==> config.mk <==
export PLATFORM = sky130hd
export DESIGN_NAME = nand_idrst_resp
export DESIGN_NICKNAME = d
export VERILOG_FILES = /design/src/rtl/nand_idrst_pkg.sv /design/src/rtl/nand_bus_sampler.sv /design/src/rtl/nand_busy_timer.sv /design/src/rtl/nand_idrst_resp.sv
export SDC_FILE = /design/constraint.sdc
export NUM_CORES = 1
export LEC_CHECK = 0
export CAP_MARGIN = 20
export CORE_MARGIN = 2
export CORE_UTILIZATION = 30
export CTS_BUF_LIST = sky130_fd_sc_hd__clkbuf_16
export DETAILED_ROUTE_END_ITERATION = 8
export PLACE_DENSITY = 0.62
export SLEW_MARGIN = 20
export SYNTH_ARGS = -nofsm -noshare
export SYNTH_HDL_FRONTEND = slang
export SYNTH_SLANG_ARGS = --single-unit
==> constraint.sdc <==
create_clock -name clk -period 3.7 [get_ports clk]
set_clock_uncertainty 0.15 [all_clocks]
set_input_delay 0.74 -clock clk [delete_from_list [all_inputs] [get_ports clk]]
set_output_delay 0.74 -clock clk [all_outputs]
set_load 0.03 [all_outputs]
==> src/rtl/nand_idrst_pkg.sv <==
package nand_idrst_pkg;

    localparam logic [7:0] OPC_READ_ID  = 8'h90;
    localparam logic [7:0] OPC_RESET    = 8'hFF;
    localparam logic [7:0] ID_ADDR_BYTE = 8'h00;
    localparam logic [7:0] MAKER_BYTE   = 8'hEC;
    localparam logic [7:0] FILL_BYTE    = 8'h00;

    typedef enum logic [2:0] {
        ST_READ1     = 3'd0,
        ST_ID_ADDR   = 3'd1,
        ST_ID_DATA   = 3'd2,
        ST_OP_BUSY   = 3'd3,
        ST_RESETTING = 3'd4
    } st_e;

    typedef struct packed {
        logic cmd_stb;
        logic addr_stb;
        logic rd_done;
    } bus_ev_t;

endpackage

==> src/rtl/nand_bus_sampler.sv <==
module nand_bus_sampler
    import nand_idrst_pkg::*;
(
    input  logic    clk,
    input  logic    rst_n,
    input  logic    ce_n,
    input  logic    cle,
    input  logic    ale,
    input  logic    we_n,
    input  logic    re_n,
    output bus_ev_t ev
);

    logic we_q;
    logic re_q;
    logic we_rise;
    logic re_rise;

    always_ff @(posedge clk or negedge rst_n) begin
        if (!rst_n) begin
            we_q <= 1'b1;
            re_q <= 1'b1;
        end else begin
            we_q <= we_n;
            re_q <= re_n;
        end
    end

    assign we_rise = we_n && !we_q && !ce_n;
    assign re_rise = re_n && !re_q && !ce_n;

    always_comb begin
        ev.cmd_stb  = we_rise && cle && !ale;
        ev.addr_stb = we_rise && ale && !cle;
        ev.rd_done  = re_rise;
    end

endmodule

==> src/rtl/nand_busy_timer.sv <==
module nand_busy_timer #(
    parameter int W = 8
) (
    input  logic         clk,
    input  logic         rst_n,
    input  logic         load,
    input  logic [W-1:0] load_val,
    output logic         expire
);

    logic [W-1:0] cnt_q;

    always_ff @(posedge clk or negedge rst_n) begin
        if (!rst_n) begin
            cnt_q <= '0;
        end else if (load) begin
            cnt_q <= load_val;
        end else if (cnt_q != '0) begin
            cnt_q <= cnt_q - 1'b1;
        end
    end

    assign expire = (cnt_q == W'(1)) && !load;

endmodule

==> src/rtl/nand_idrst_resp.sv <==
module nand_idrst_resp
    import nand_idrst_pkg::*;
#(
    parameter logic [7:0] DEV_CODE  = 8'h75,
    parameter int         TRST      = 20,
    parameter int         BUSY_CYC  = 100
) (
    input  logic       clk,
    input  logic       rst_n,
    input  logic       ce_n,
    input  logic       cle,
    input  logic       ale,
    input  logic       we_n,
    input  logic       re_n,
    input  logic       wp_n,
    input  logic       busy_start,
    input  logic [7:0] io_in,
    output logic [7:0] io_out,
    output logic       io_oe,
    output logic       rb_n,
    output logic [7:0] status
);

    localparam int TMAX = (TRST > BUSY_CYC) ? TRST : BUSY_CYC;
    localparam int TW   = $clog2(TMAX + 1);

    st_e          state_q;
    st_e          state_d;
    bus_ev_t      ev;
    logic         tmr_load;
    logic [TW-1:0] tmr_val;
    logic         tmr_expire;
    logic [1:0]   idx_q;
    logic         wp_bit_q;
    logic         is_reset_cmd;
    logic         is_id_cmd;
    logic         reset_accept;

    nand_bus_sampler u_sampler (
        .clk   (clk),
        .rst_n (rst_n),
        .ce_n  (ce_n),
        .cle   (cle),
        .ale   (ale),
        .we_n  (we_n),
        .re_n  (re_n),
        .ev    (ev)
    );

    nand_busy_timer #(.W(TW)) u_timer (
        .clk      (clk),
        .rst_n    (rst_n),
        .load     (tmr_load),
        .load_val (tmr_val),
        .expire   (tmr_expire)
    );

    assign is_reset_cmd = ev.cmd_stb && (io_in == OPC_RESET);
    assign is_id_cmd    = ev.cmd_stb && (io_in == OPC_READ_ID);
    assign reset_accept = is_reset_cmd && (state_q != ST_RESETTING);

    // next-state logic
    always_comb begin
        state_d  = state_q;
        tmr_load = 1'b0;
        tmr_val  = '0;
        unique case (state_q)
            ST_READ1, ST_ID_ADDR, ST_ID_DATA: begin
                if (is_reset_cmd) begin
                    state_d  = ST_RESETTING;
                    tmr_load = 1'b1;
                    tmr_val  = TW'(TRST);
                end else if (is_id_cmd) begin
                    state_d = ST_ID_ADDR;
                end else if (ev.cmd_stb) begin
                    state_d = ST_READ1;
                end else if (state_q == ST_ID_ADDR) begin
                    if (ev.addr_stb) begin
                        state_d = (io_in == ID_ADDR_BYTE) ? ST_ID_DATA : ST_READ1;
                    end
                end else if (busy_start) begin
                    state_d  = ST_OP_BUSY;
                    tmr_load = 1'b1;
                    tmr_val  = TW'(BUSY_CYC);
                end
            end
            ST_OP_BUSY: begin
                if (is_reset_cmd) begin
                    state_d  = ST_RESETTING;
                    tmr_load = 1'b1;
                    tmr_val  = TW'(TRST);
                end else if (tmr_expire) begin
                    state_d = ST_READ1;
                end
            end
            ST_RESETTING: begin
                if (tmr_expire) begin
                    state_d = ST_READ1;
                end
            end
            default: state_d = ST_READ1;
        endcase
    end

    // state register
    always_ff @(posedge clk or negedge rst_n) begin
        if (!rst_n) begin
            state_q <= ST_READ1;
        end else begin
            state_q <= state_d;
        end
    end

    // identification byte pointer and write-protect latch
    always_ff @(posedge clk or negedge rst_n) begin
        if (!rst_n) begin
            idx_q    <= 2'd0;
            wp_bit_q <= 1'b1;
        end else begin
            if (state_d == ST_ID_DATA && state_q != ST_ID_DATA) begin
                idx_q <= 2'd0;
            end else if (state_q == ST_ID_DATA && ev.rd_done && idx_q != 2'd2) begin
                idx_q <= idx_q + 2'd1;
            end
            if (reset_accept) begin
                wp_bit_q <= wp_n;
            end
        end
    end

    // outputs
    always_comb begin
        rb_n   = !(state_q == ST_OP_BUSY || state_q == ST_RESETTING);
        status = {wp_bit_q, rb_n, 6'b000000};
        io_oe  = (state_q == ST_ID_DATA) && !ce_n && !re_n;
        unique case (idx_q)
            2'd0:    io_out = MAKER_BYTE;
            2'd1:    io_out = DEV_CODE;
            default: io_out = FILL_BYTE;
        endcase
    end

endmodule

== Yosys cells after proc, flatten, opt, wreduce, memory -nomap -nowiden ==
Cells that the tools add are included.

* Register bits: 15
* Bits in latches: 0
* Memory bits (writable): 0
* ROM bits: 0
* Input port bits: 17
* Output and inout port bits: 18
* Word-level logic and storage cells: 82
* Memories: 0

* $add $sub $neg: 2
* Multipliers: 0
* Div/mod/pow operators: 0
* Magnitude comparators: 0
* Equality and inequality tests: 12
* Shifts and indexed selects: 0
* Mux-type cells: 29
* Bitwise logic cells: 0
* Reductions and logical operators: 33

{| class="wikitable"
|+ Operators by type and width
! kind !! count
|-
| 2-to-1 mux 7 bit || 7
|-
| 2-to-1 mux 3 bit || 8
|-
| logical AND 1 bit || 17
|-
| equality test 8 bit, second input constant || 2
|-
| one-hot mux 8 bit (2 select lines) || 1
|-
| one-hot mux 7 bit (2 select lines) || 1
|-
| equality test 3 x 2 -> 1 bit, second input constant || 3
|-
| one-hot mux 3 bit (3 select lines) || 1
|-
| logical NOT 1 bit || 8
|-
| logical NOT 8 bit || 1
|-
| equality test 7 x 1 -> 1 bit, second input constant || 1
|-
| nonzero test 7 bit || 1
|-
| subtractor 7 x 1 -> 7 bit, second input constant || 1
|-
| 2-to-1 mux 1 bit || 6
|-
| 2-to-1 mux 2 bit || 3
|-
| 2-to-1 mux 5 bit || 1
|-
| nonzero test 2 bit || 2
|-
| equality test 3 x 1 -> 1 bit, second input constant || 1
|-
| equality test 3 bit, second input constant || 1
|-
| logical NOT 3 bit || 1
|-
| inequality test 3 x 2 -> 1 bit, second input constant || 1
|-
| inequality test 3 bit, second input constant || 1
|-
| OR reduction 3 bit || 1
|-
| adder 2 x 1 -> 2 bit, second input constant || 1
|-
| other kinds (5) || 5
|}

== Depth between registers and ports, before layout ==
* Depth in word-level cells: 17
* Depth in mapped cells: 6
* Gate-level depth less buffers: 6

== By module ==
Synthesis repeated with hierarchy kept, for this count alone.

* Cells, all modules: 132
* Area, all modules: 1197.4 µm²

{| class="wikitable"
|+ By module, submodules not included
! module !! times used !! cells each !! area an instance (µm²) !! sequential area each (µm²)
|-
| nand_idrst_resp || 1 || 74 || 640.6 || 151.4
|-
| nand_busy_timer || 1 || 51 || 455.4 || 175.2
|-
| nand_bus_sampler || 1 || 7 || 101.3 || 52.6
|}

== Worst setup path after synthesis ==
OpenSTA, ideal clock, no wires.

* Path type: input to output
* From: input port ce_n
* To: output port io_oe
* Data arrival time: 1.738 ns
* Required time: 2.810 ns
* Setup slack: 1.072 ns
* Stages: 1
* Buffers on the path: 0
* Cells stage by stage: nor4_1

* Cells in the longest elaborated chain, start to end: 3

{| class="wikitable"
|+ Ends and longest elaborated chain
! element !! RTL line !! RTL
|-
| start, declared || nand_idrst_resp.sv:10 || <nowiki>input logic ce_n,</nowiki>
|-
| logical NOT 1 bit || nand_idrst_resp.sv:135 || <nowiki>io_oe = (state_q == ST_ID_DATA) && !ce_n && !re_n;</nowiki>
|-
| logical AND 1 bit (2 in series) || nand_idrst_resp.sv:135 ||
|-
| end, declared || nand_idrst_resp.sv:19 || <nowiki>output logic io_oe,</nowiki>
|}

No other way between the ends.

== Final worst setup path ==
Ends and elaborated chain as after synthesis.

==> results.sh <==
export IMPL_numClockSinks=15
export IMPL_fin_area_um2=1391
export IMPL_yosysSeqAreaShare_pct=35.56
export IMPL_die_height_um=63.61
export IMPL_vias=879
export IMPL_leakagePower_nw=0.5710
export IMPL_path_class="in -> out"
export IMPL_drc=0
export IMPL_cts_root_buf="clkbuf_16"
export IMPL_ys_types=42
export IMPL_p_int_mw=0.6244
export IMPL_switching_share_pct=41.61
export IMPL_wl_mm=2.124
export IMPL_antenna_cells=0
export IMPL_synthesis_area_um2=1066
export IMPL_hold_viol=0
export IMPL_cts_inserted_buffers=3
export IMPL_ys_top_cells_by_area="dfrtp_1 (28%), buf_4 (9.2%), dfstp_2 (7.4%)"
export IMPL_start_util_pct=31.70
export IMPL_path_max_fanout=4
export IMPL_period_minus_slack_ns=3.070
export IMPL_syn_avg_cell_area_um2=9.034
export IMPL_async_flop_share_pct=100.0
export IMPL_min_period_over_period_pct=82.98
export IMPL_drt_pass1_iterations=4
export IMPL_portBuffers=27
export IMPL_drtIter0Drc=18
export IMPL_gp_congestion=0.7738
export IMPL_grt_pass1_vias=795
export IMPL_cts_tree="yes"
export IMPL_core_area_um2=3363
export IMPL_synth_top_area_share_pct=28.17
export IMPL_worstPathRequired_ns=2.81
export IMPL_cp_arrival_ns=2.18
export IMPL_synth_top_area_cell="dfrtp_1"
export IMPL_dieArea_um2=4046
export IMPL_cpMostUsedCell="clkdlybuf4s50_1"
export IMPL_dpl_cell_area_um2=1311
export IMPL_clockPowerShare_pct=19.6
export IMPL_ys_ff_latch=15
export IMPL_grt_antenna_before_repair=0
export IMPL_maxSlewHeadroom_pct=53.88
export IMPL_synth_edf_count=0
export IMPL_num_rows=21
export IMPL_clk_pin_slew_ns=0.05
export IMPL_status="finished, final reports clean"
export IMPL_yosys_warnings=0
export IMPL_rsz0062_at_grt="no"
export IMPL_synth_flop_cell="dfrtp_1"
export IMPL_p_sw_mw=0.4450
export IMPL_grt_overflow=0
export IMPL_cts_buffer_depth=2
export IMPL_maxCapViolCount=0
export IMPL_power_density_nw_per_um2=768.7
export IMPL_fin_setup_tns_ns=0
export IMPL_critical_path_max_stage_delay_ns=0.71
export IMPL_seqPwrFrac_pct=27.2
export IMPL_cts_setup_buffers=0
export IMPL_ir_drop_mv=0.3382
export IMPL_setup_viol=0
export IMPL_htreeDepth=1
export IMPL_worst_setup_path_end_kind="output pin"
export IMPL_cp_cell_sequence="clkdlybuf4s50_1 > nor4_1 > clkdlybuf4s50_1"
export IMPL_avgViaCountPerCell=4.726
export IMPL_grt_use_total_pct=10.79
export IMPL_hold_buffers=0
export IMPL_syn_to_final_growth_pct=30.52
export IMPL_clk_insertion_delay_late_ns=0.24
export IMPL_slowest_stage="clkdlybuf4s50_1"
export IMPL_wire_per_inst_um=11.42
export IMPL_drive_above_1_share_pct=11.43
export IMPL_synthCells=118
export IMPL_grt_max_degree=16
export IMPL_worstMarginPinSlew_ns=0.6896
export IMPL_post_cts_resized=0
export IMPL_cp_start_kind="input pin"
export IMPL_fmax_mhz=325.7
export IMPL_grt_pass1_wl_mm=3.429
export IMPL_pwr_share_comb_pct=53.2
export IMPL_die_x_um=63.61
export IMPL_ant_nets=0
export IMPL_drv_slew=0
export IMPL_worst_hold_path_type="reg -> reg"
export IMPL_io_pins=35
export IMPL_nNetsFinal=164
export IMPL_dpl_hpwl_mm=1.718
export IMPL_utilization_pct=41.37
[final cells by class]
cell class | count | area (µm²)
clock buffers | 3 | 75.07
inverters | 5 | 18.77
clock inverters | 1 | 5.005
repair buffers | 27 | 270.3
fillers | 367 | 1972
multi-input cells | 89 | 585.6
flip-flops and latches | 15 | 379.1
well taps | 46 | 57.56
[power groups by stage]
stage	Clock [mW]	Combinational [mW]	Sequential, mW
after floorplan	0	0.453	0.270
after global placement	0	0.566	0.289
after detailed placement	0	0.575	0.291
after CTS	0.216	0.576	0.290
after global routing	0.223	0.616	0.303
final	0.209	0.569	0.291
[final timing paths]
check	startpoint	end	slack, ns	depth (start not counted)
worst max-delay path	ce_n	io_oe	0.63	3
worst max register to register	idx_q[0]	idx_q[0]	1.68	6
worst min register to register	idx_q[1]	idx_q[1]	0.42	2
min in group asynchronous	rst_n	state_q[2]	0.77	1
max in group asynchronous	rst_n	u_timer.cnt_q[2]	2.19	1
worst min-delay path	idx_q[1]	idx_q[1]	0.42	2
[metal layers]
metal	share of wire, %	up-vias	wire length [µm]	GRT usage (%)
li1	-	453	-	-
met1	42	407	899	12.11
met2	51	19	1089	19.47
met3	6.4	0	135	4.286
met4	0	0	0	1.630
met5	0	-	0	0
[cells in the mapped netlist (2+ instances only)]
| cell | number |
|---|---|
| xnor2_1 | 2 |
| nor4_1 | 5 |
| nor3b_1 | 3 |
| buf_4 | 13 |
| a21oi_1 | 2 |
| ha_1 | 6 |
| clkbuf_1 | 2 |
| inv_1 | 5 |
| nand2_1 | 7 |
| or4_1 | 3 |
| nand2b_1 | 3 |
| a211oi_1 | 2 |
| o21ai_0 | 3 |
| dfstp_2 | 3 |
| o211ai_1 | 3 |
| or2_2 | 2 |
| nand4_1 | 3 |
| dfrtp_1 | 12 |
| mux2i_1 | 2 |
| nor2_1 | 14 |
| nand3_1 | 2 |
[metrics by stage]
step	setup WS [ns]	total power, mW	hold WS [ns]	instances
2_1_floorplan	1.072	0.7225	0.2944	124
3_3_place_gp	0.6409	0.8544	0.3969	182
3_5_place_dp	0.6220	0.8660	0.4073	182
4_1_cts	0.6273	1.083	0.4195	186
5_1_grt	0.5729	1.142	0.4619	186
6_report	0.6298	1.069	0.4210	186
[critical path: cells and delay by family]
| kind | cells | cell delay [ns] |
|---|---|---|
| buffers and inverters | 2 | 1.16 |
| AND/OR/NAND/NOR | 1 | 0.28 |
[sequential cells by signal, indices dropped and copies added (netlist names)]
signal	count
u_sampler.we_q	1
state_q	3
u_sampler.re_q	1
wp_bit_q	1
u_timer.cnt_q	7
idx_q	2
[kinds of logic after synthesis]
logic type | share of synthesized area [%]
adder cells (fa/ha/maj) | 7.042
multiplexers | 2.934
XOR/XNOR | 2.465
buffers and inverters | 11.62
flip-flops | 35.56
AND/OR/NAND/NOR | 26.41
AO/OA/AOI/OAI | 13.62
other | 0.3518
[placed cells by master, fill, tap and decap left out, types with 2 or more instances in the layout]
| cell | synthesis | final |
|---|---|---|
| o211ai_1 | 3 | 3 |
| dfrtp_1 | 12 | 12 |
| or2_2 | 2 | 2 |
| a21oi_1 | 2 | 2 |
| clkdlybuf4s50_1 | 0 | 27 |
| or4_1 | 3 | 3 |
| nor4_1 | 5 | 5 |
| ha_1 | 6 | 6 |
| a211oi_1 | 2 | 2 |
| inv_1 | 5 | 5 |
| o21ai_0 | 3 | 3 |
| nand3_1 | 2 | 2 |
| nand2_1 | 7 | 7 |
| conb_1 | 1 | 7 |
| nor2_1 | 14 | 14 |
| nand2b_1 | 3 | 3 |
| clkbuf_16 | 0 | 3 |
| nand4_1 | 3 | 3 |
| xnor2_1 | 2 | 2 |
| dfstp_2 | 3 | 3 |
| mux2i_1 | 2 | 2 |
| nor3b_1 | 3 | 3 |
Power figures use the tool's default switching activity.
